## config.mk

```make
export PLATFORM = sky130hd
export DESIGN_NAME = fdc_clk_chain
export DESIGN_NICKNAME = d
export VERILOG_FILES = /design/src/rtl/fdc_pkg.sv /design/src/rtl/fdc_prescaler.sv /design/src/rtl/fdc_toggle_div.sv /design/src/rtl/fdc_clk_chain.sv
export SDC_FILE = /design/constraint.sdc
export NUM_CORES = 1
export LEC_CHECK = 0
export BUFFER_PORTS_ARGS = -buffer_cell sky130_fd_sc_hd__buf_2
export CAP_MARGIN = 10
export CORE_MARGIN = 2
export CORE_UTILIZATION = 35
export DETAILED_ROUTE_END_ITERATION = 10
export GPL_TIMING_DRIVEN = 0
export MAX_ROUTING_LAYER = met4
export PLACE_DENSITY = 0.51
export SLEW_MARGIN = 5
export SYNTH_ARGS = -nofsm -noshare
export SYNTH_HDL_FRONTEND = slang
export SYNTH_HIERARCHICAL = 1
export SYNTH_SLANG_ARGS = --single-unit
```

## constraint.sdc

```tcl
create_clock -name clk -period 2.25 [get_ports clk]
set_clock_uncertainty 0.15 [all_clocks]
set_input_delay 0.1125 -clock clk [delete_from_list [all_inputs] [get_ports clk]]
set_output_delay 0.1125 -clock clk [all_outputs]
set_load 0.005 [all_outputs]
```

## src/rtl/fdc_pkg.sv

```systemverilog
// Package: types and default settings shared by the filter clock divider chain.
// It assumes that every stage runs in the single reference clock domain.
package fdc_pkg;
    // Output of one fixed stage: an enable pulse and its square wave
    typedef struct packed {
        logic ce;
        logic sq;
    } stage_out_t;

    localparam int FDC_DIV_W       = 6;
    localparam int FDC_DIV_DEFAULT = 31;
    localparam int FDC_DIV_FLOOR   = 2;
    localparam int FDC_MOD_HALF    = 20;
endpackage

```

## src/rtl/fdc_prescaler.sv

```systemverilog
// Module: programmable divide-by-N counter.
// It holds a pending value that the write port sets, clamped to FLOOR.
// The pending value moves to the active value only at terminal count.
// tc is high for one reference cycle every N cycles.
// It assumes FLOOR >= 2 and RST_VAL in FLOOR..2**W-1.
module fdc_prescaler #(
    parameter int W       = 6,
    parameter int RST_VAL = 31,
    parameter int FLOOR   = 2
) (
    input  logic         clk,
    input  logic         rst_n,
    input  logic         wr_en,
    input  logic [W-1:0] wr_val,
    output logic         tc,
    output logic [W-1:0] act_val
);
    localparam logic [W-1:0] RST_L   = W'(RST_VAL);
    localparam logic [W-1:0] FLOOR_L = W'(FLOOR);
    localparam logic [W-1:0] ONE_L   = W'(1);

    logic [W-1:0] pend_q;
    logic [W-1:0] act_q;
    logic [W-1:0] cnt_q;

    // Terminal count: the last cycle of the current divide period
    always_comb tc = (cnt_q == act_q - ONE_L);

    // Capture a written value and clamp values below the floor
    always_ff @(posedge clk) begin
        if (!rst_n)
            pend_q <= RST_L;
        else if (wr_en)
            pend_q <= (wr_val < FLOOR_L) ? FLOOR_L : wr_val;
    end

    // Move the pending value into use only at terminal count
    always_ff @(posedge clk) begin
        if (!rst_n)
            act_q <= RST_L;
        else if (tc)
            act_q <= pend_q;
    end

    // Count reference cycles within the divide period
    always_ff @(posedge clk) begin
        if (!rst_n)
            cnt_q <= '0;
        else if (tc)
            cnt_q <= '0;
        else
            cnt_q <= cnt_q + ONE_L;
    end

    assign act_val = act_q;

    AST_CNT_BELOW_ACT: assert property (@(posedge clk) disable iff (!rst_n)
        cnt_q < act_q);
    AST_ACT_FLOOR: assert property (@(posedge clk) disable iff (!rst_n)
        act_q >= FLOOR_L);
    AST_ACT_HOLD_OFF_TC: assert property (@(posedge clk) disable iff (!rst_n)
        !tc |=> $stable(act_q));
endmodule

```

## src/rtl/fdc_toggle_div.sv

```systemverilog
// Module: fixed divider that counts HALF input enable pulses per half period.
// The square wave toggles once every HALF pulses.
// The output enable fires on the falling edge of the square wave.
// The wave has a 50% duty cycle, and ce fires once every 2*HALF input pulses.
// It assumes that input pulses are at least two cycles apart.
module fdc_toggle_div #(
    parameter int HALF = 20
) (
    input  logic               clk,
    input  logic               rst_n,
    input  logic               in_ce,
    output fdc_pkg::stage_out_t out
);
    localparam int CW = (HALF > 1) ? $clog2(HALF) : 1;
    localparam logic [CW-1:0] LAST = CW'(HALF - 1);
    localparam logic [CW-1:0] STEP = CW'(1);

    logic [CW-1:0] cnt_q;
    logic          sq_q;
    logic          ce_q;
    logic          wrap;

    // Last input pulse of the current half period
    always_comb wrap = in_ce && (cnt_q == LAST);

    // Count input pulses within the half period
    always_ff @(posedge clk) begin
        if (!rst_n)
            cnt_q <= '0;
        else if (in_ce)
            cnt_q <= wrap ? '0 : cnt_q + STEP;
    end

    // Toggle the square wave at the end of each half period
    always_ff @(posedge clk) begin
        if (!rst_n)
            sq_q <= 1'b0;
        else if (wrap)
            sq_q <= ~sq_q;
    end

    // Send an enable pulse as the wave falls, once per full period
    always_ff @(posedge clk) begin
        if (!rst_n)
            ce_q <= 1'b0;
        else
            ce_q <= wrap && sq_q;
    end

    assign out.ce = ce_q;
    assign out.sq = sq_q;

    AST_CNT_IN_RANGE: assert property (@(posedge clk) disable iff (!rst_n)
        cnt_q <= LAST);
    AST_CE_SINGLE: assert property (@(posedge clk) disable iff (!rst_n)
        ce_q |=> !ce_q);
    AST_SQ_HOLDS: assert property (@(posedge clk) disable iff (!rst_n)
        !in_ce |=> $stable(sq_q));
    AST_CE_ON_FALL: assert property (@(posedge clk) disable iff (!rst_n)
        ce_q |-> $fell(sq_q));
endmodule

```

## src/rtl/fdc_clk_chain.sv

```systemverilog
// Module: top of the filter clock divider chain.
// The programmable prescaler feeds a fixed halving stage, which gives the
// filter clock. A generate-built cascade of fixed stages follows; its last
// stage gives the modulation clock. All stages use one clock and a
// synchronous active-low reset.
module fdc_clk_chain #(
    parameter int DIV_W       = fdc_pkg::FDC_DIV_W,
    parameter int DIV_DEFAULT = fdc_pkg::FDC_DIV_DEFAULT,
    parameter int DIV_FLOOR   = fdc_pkg::FDC_DIV_FLOOR,
    parameter int MOD_HALF    = fdc_pkg::FDC_MOD_HALF
) (
    input  logic             clk,
    input  logic             rst_n,
    input  logic             cfg_we,
    input  logic [DIV_W-1:0] cfg_div,
    output logic             fclk_ce,
    output logic             fclk_sq,
    output logic             mclk_ce,
    output logic             mclk_sq,
    output logic [DIV_W-1:0] div_active
);
    import fdc_pkg::*;

    localparam int NSTAGE = 2;
    localparam logic [DIV_W-1:0] FLOOR_L = DIV_W'(DIV_FLOOR);

    logic                    tc;
    logic [NSTAGE:0]         stage_in;
    stage_out_t [NSTAGE-1:0] stage_out;

    fdc_prescaler #(
        .W       (DIV_W),
        .RST_VAL (DIV_DEFAULT),
        .FLOOR   (DIV_FLOOR)
    ) u_pre (
        .clk     (clk),
        .rst_n   (rst_n),
        .wr_en   (cfg_we),
        .wr_val  (cfg_div),
        .tc      (tc),
        .act_val (div_active)
    );

    assign stage_in[0] = tc;

    // Cascade of fixed stages: halving first, then the modulation divider
    for (genvar s = 0; s < NSTAGE; s++) begin : g_stage
        localparam int H = (s == 0) ? 1 : MOD_HALF;
        fdc_toggle_div #(.HALF(H)) u_div (
            .clk   (clk),
            .rst_n (rst_n),
            .in_ce (stage_in[s]),
            .out   (stage_out[s])
        );
        assign stage_in[s+1] = stage_out[s].ce;
    end

    assign fclk_ce = stage_out[0].ce;
    assign fclk_sq = stage_out[0].sq;
    assign mclk_ce = stage_out[NSTAGE-1].ce;
    assign mclk_sq = stage_out[NSTAGE-1].sq;

    AST_DIV_FLOOR: assert property (@(posedge clk) disable iff (!rst_n)
        div_active >= FLOOR_L);
    AST_MCE_WITH_FCE: assert property (@(posedge clk) disable iff (!rst_n)
        mclk_ce |-> $past(fclk_ce));
    AST_RESET_CLEARS: assert property (@(posedge clk)
        !rst_n |=> (!fclk_ce && !fclk_sq && !mclk_ce && !mclk_sq));
endmodule

```

==> impl_metrics.toml <==
[worst_setup_path]
arrival_ns = 2.27
cp_max_fo = 7
r2r-end = "g_stage[0].u_div/ce_q"
rr_worst_depth = 9
cp-start-kind = "flip-flop"
r2r_slack_ns = 0.05
timing.rr.start = "u_pre/act_val[0]"
path_class = "reg2reg"
cp.required_ns = 2.32
endpoint_kind = "flip-flop"

[floorplanning]
initial_core_util_pct = 36.3
dieHeight_um = 65.4
io_pins = 19
row_count = 22
die-width_um = 65.4
die_area_sq_mm = 0.00428
core_sq_mm = 0.00363

[layout]
final_common_cell = "dfxtp_1"
final_cell_mix = "dfxtp_1, buf_2, nand2_1, nor2_1, mux2i_1"
antennaDiodeCount = 0
final_util_pct = 45.5
drive_gt1_share_pct = 25.9
nets = 179
stdcell_area_sq_mm = 0.00165
area_growth_pct = 25.1

[logic_synthesis]
synth_seq_cells = 28
yosysWarnings = 6
netlist_instances = 136
ys_async_sr_fraction_pct = 0
synth_nets = 148
ys_seq_area_share_pct = 42.5
avgSynthCellArea_sq_um = 9.71
synth_ff_type = "dfxtp_1"
syn-cell-area_sq_mm = 0.00132
synth.distinct_cells = 37
synth-edff-count = 0

[detailed_routing]
wl_per_cell_um = 11.7
wl_um = 2510
met2_length_um = 1250
ant_nets = 0
dr.pass1.iters = 3
top_layer = "met4"
drc = 0
vias = 1002
wl_met3_um = 67
vias_per_cell = 4.68
drt_iter0_markers = 38
wl_met1_um = 1160

[worst_hold_path]
holdPathStages = 2
holdCritStartpoint = "rst_n"
hold_class = "in2reg"
hold_path_end = "u_pre/pend_q[3]"

[timing]
rsz0062_at_grt = "true"
setup_tns_ns = 0
setup_viol = 0
period_share_pct = 97.7
hold_viol = 0
holdWs_ns = 0.00842
slew_headroom_pct = 71.7
report.final.slew_viol_count = 0
max_freq_mhz = 455
fin_crit_ns = 2.20
worst_pin_slew_ns = 0.425

[pwr]
power_leakage_nw = 0.628
swShare_pct = 19.9
p_clk_share_pct = 40.9
max-vdd-ir-drop_v = 0.000222
p_comb_share_pct = 6.0
fin_total_pwr_w = 0.000962
p_switching_w = 0.000192
seqPwrFrac_pct = 53.1
intPower_w = 0.000770
powerDensity_mw_per_mm2 = 583

[grt]
grt_max_degree = 21
grt_pass1_wl_um = 4400
grt_pass1_vias = 976
antenna_found_initial = 0
grt_overflow_total = 0
grt.total_usage_pct = 13.8

[clocking]
tritoncts = "built"
clock_latency_ns = 0.28
cts_buffer_depth = 2
root_buffer = "clkbuf_8"
cts_max_level = 1
clkTransAtPathRegs_ns = 0.10
cts_sinks = 28
numCtsBuffers = 3

[placed_design]
port_buffers = 17
dp_hpwl_um = 1770
place_congestion = 0.702
placed_cell_area_sq_mm = 0.00147

[job]
cap_violations = 0

[run_status]
status = "finished clean"
## per-layer routing
metal,vias to the layer above,GRT usage [%]
li1,523,-
met3,4,2.05
met5,-,-
met2,11,23.6
met4,0,6.25
met1,464,15.9
## Yosys cell counts (all sizes together), types with 3 or more instances
library cell	n	share of area [%]
dfxtp	28	42
nor2b	3	2.0
inv	3	0.85
o21ai	3	1.1
xor2	8	5.3
mux2i	11	8.3
buf	5	3.4
nor3b	3	1.7
xnor2	6	4.0
nor3	7	3.5
nand3	3	1.1
ha	3	2.8
clkbuf	3	0.85
nand2	14	4.2
nand2b	3	1.4
nor2	13	3.7
## through the flow
stage | worst slack [ns] | std cells
floorplan | 0.131 | 136
global placement | -0.00447 | 201
detailed placement | -0.0109 | 201
CTS | 0.00185 | 211
global route | -0.0753 | 214
finish | 0.0512 | 214
## power groups by stage
stage	registers, W	logic, W	clock network [W]
finish	0.000511	0.0000578	0.000393
global route	0.000514	0.0000659	0.000434
CTS	0.000514	0.0000581	0.000409
detailed placement	0.000525	0.0000514	0
global placement	0.000525	0.0000496	0
floorplan	0.000523	0.0000335	0
## critical path, cell delays in order, from the launching register on
cell and delay (ns):
dfxtp_4 0.39, inv_2 0.05, ha_4 0.25, xor2_1 0.14
nand2_1 0.11, a2111oi_4 0.36, o311a_4 0.27, buf_8 0.11
nor2b_4 0.13, and3_4 0.17
## cell type report
| cell class | instances | area (sq um) |
|---|---|---|
| fillers | 386 | 1980 |
| multi-input cells | 96 | 716 |
| flip-flops and latches | 28 | 568 |
| repair buffers | 26 | 165 |
| well taps | 48 | 60.1 |
| plain buffers | 8 | 56.3 |
| clock buffers | 3 | 41.3 |
| clock inverters | 1 | 30.0 |
| inverters | 4 | 15.0 |
## flip-flops by register name, indices dropped and copies added (netlist names)
register and count:
u_pre/pend_q 6, u_pre/cnt_q 6, g_stage.u_div/ce_q 2, g_stage.u_div/cnt_q 6, g_stage.u_div/sq_q 2, u_pre/act_val 6
## cells by family (layout without fill, tap and decap cells)
logic type | after synthesis | count (layout) | share of synthesized area (%)
flops | 28 | 28 | 42.5
xor+xnor | 14 | 14 | 9.29
mux | 11 | 11 | 8.34
simple gates | 55 | 55 | 22.7
fa+ha+maj | 3 | 3 | 2.84
compound gates | 13 | 13 | 8.91
buf+inv | 12 | 42 | 5.40
## worst max-delay path by stage
stage	to	slack [ns]	cells after the start	start
2_1_floorplan	g_stage[0].u_div/ce_q	0.13	7	u_pre/act_val[0]
3_3_place_gp	g_stage[0].u_div/ce_q	-0.004	7	u_pre/act_val[0]
3_5_place_dp	g_stage[0].u_div/sq_q	-0.01	7	u_pre/act_val[0]
4_1_cts	g_stage[0].u_div/ce_q	0.002	7	u_pre/act_val[0]
5_1_grt	g_stage[0].u_div/ce_q	-0.08	9	u_pre/act_val[0]
6_report	g_stage[0].u_div/ce_q	0.05	9	u_pre/act_val[0]
## repair_timing
action,4_1_cts,5_1_grt
endpoints found under the setup margin,3,7
hold buffers,5,0
cloned,0,0
hold endpoints to repair,5,0
buffers inserted,1,3
pin swaps,1,4
resized for setup,1,8
(Power assumes the default switching activity.)
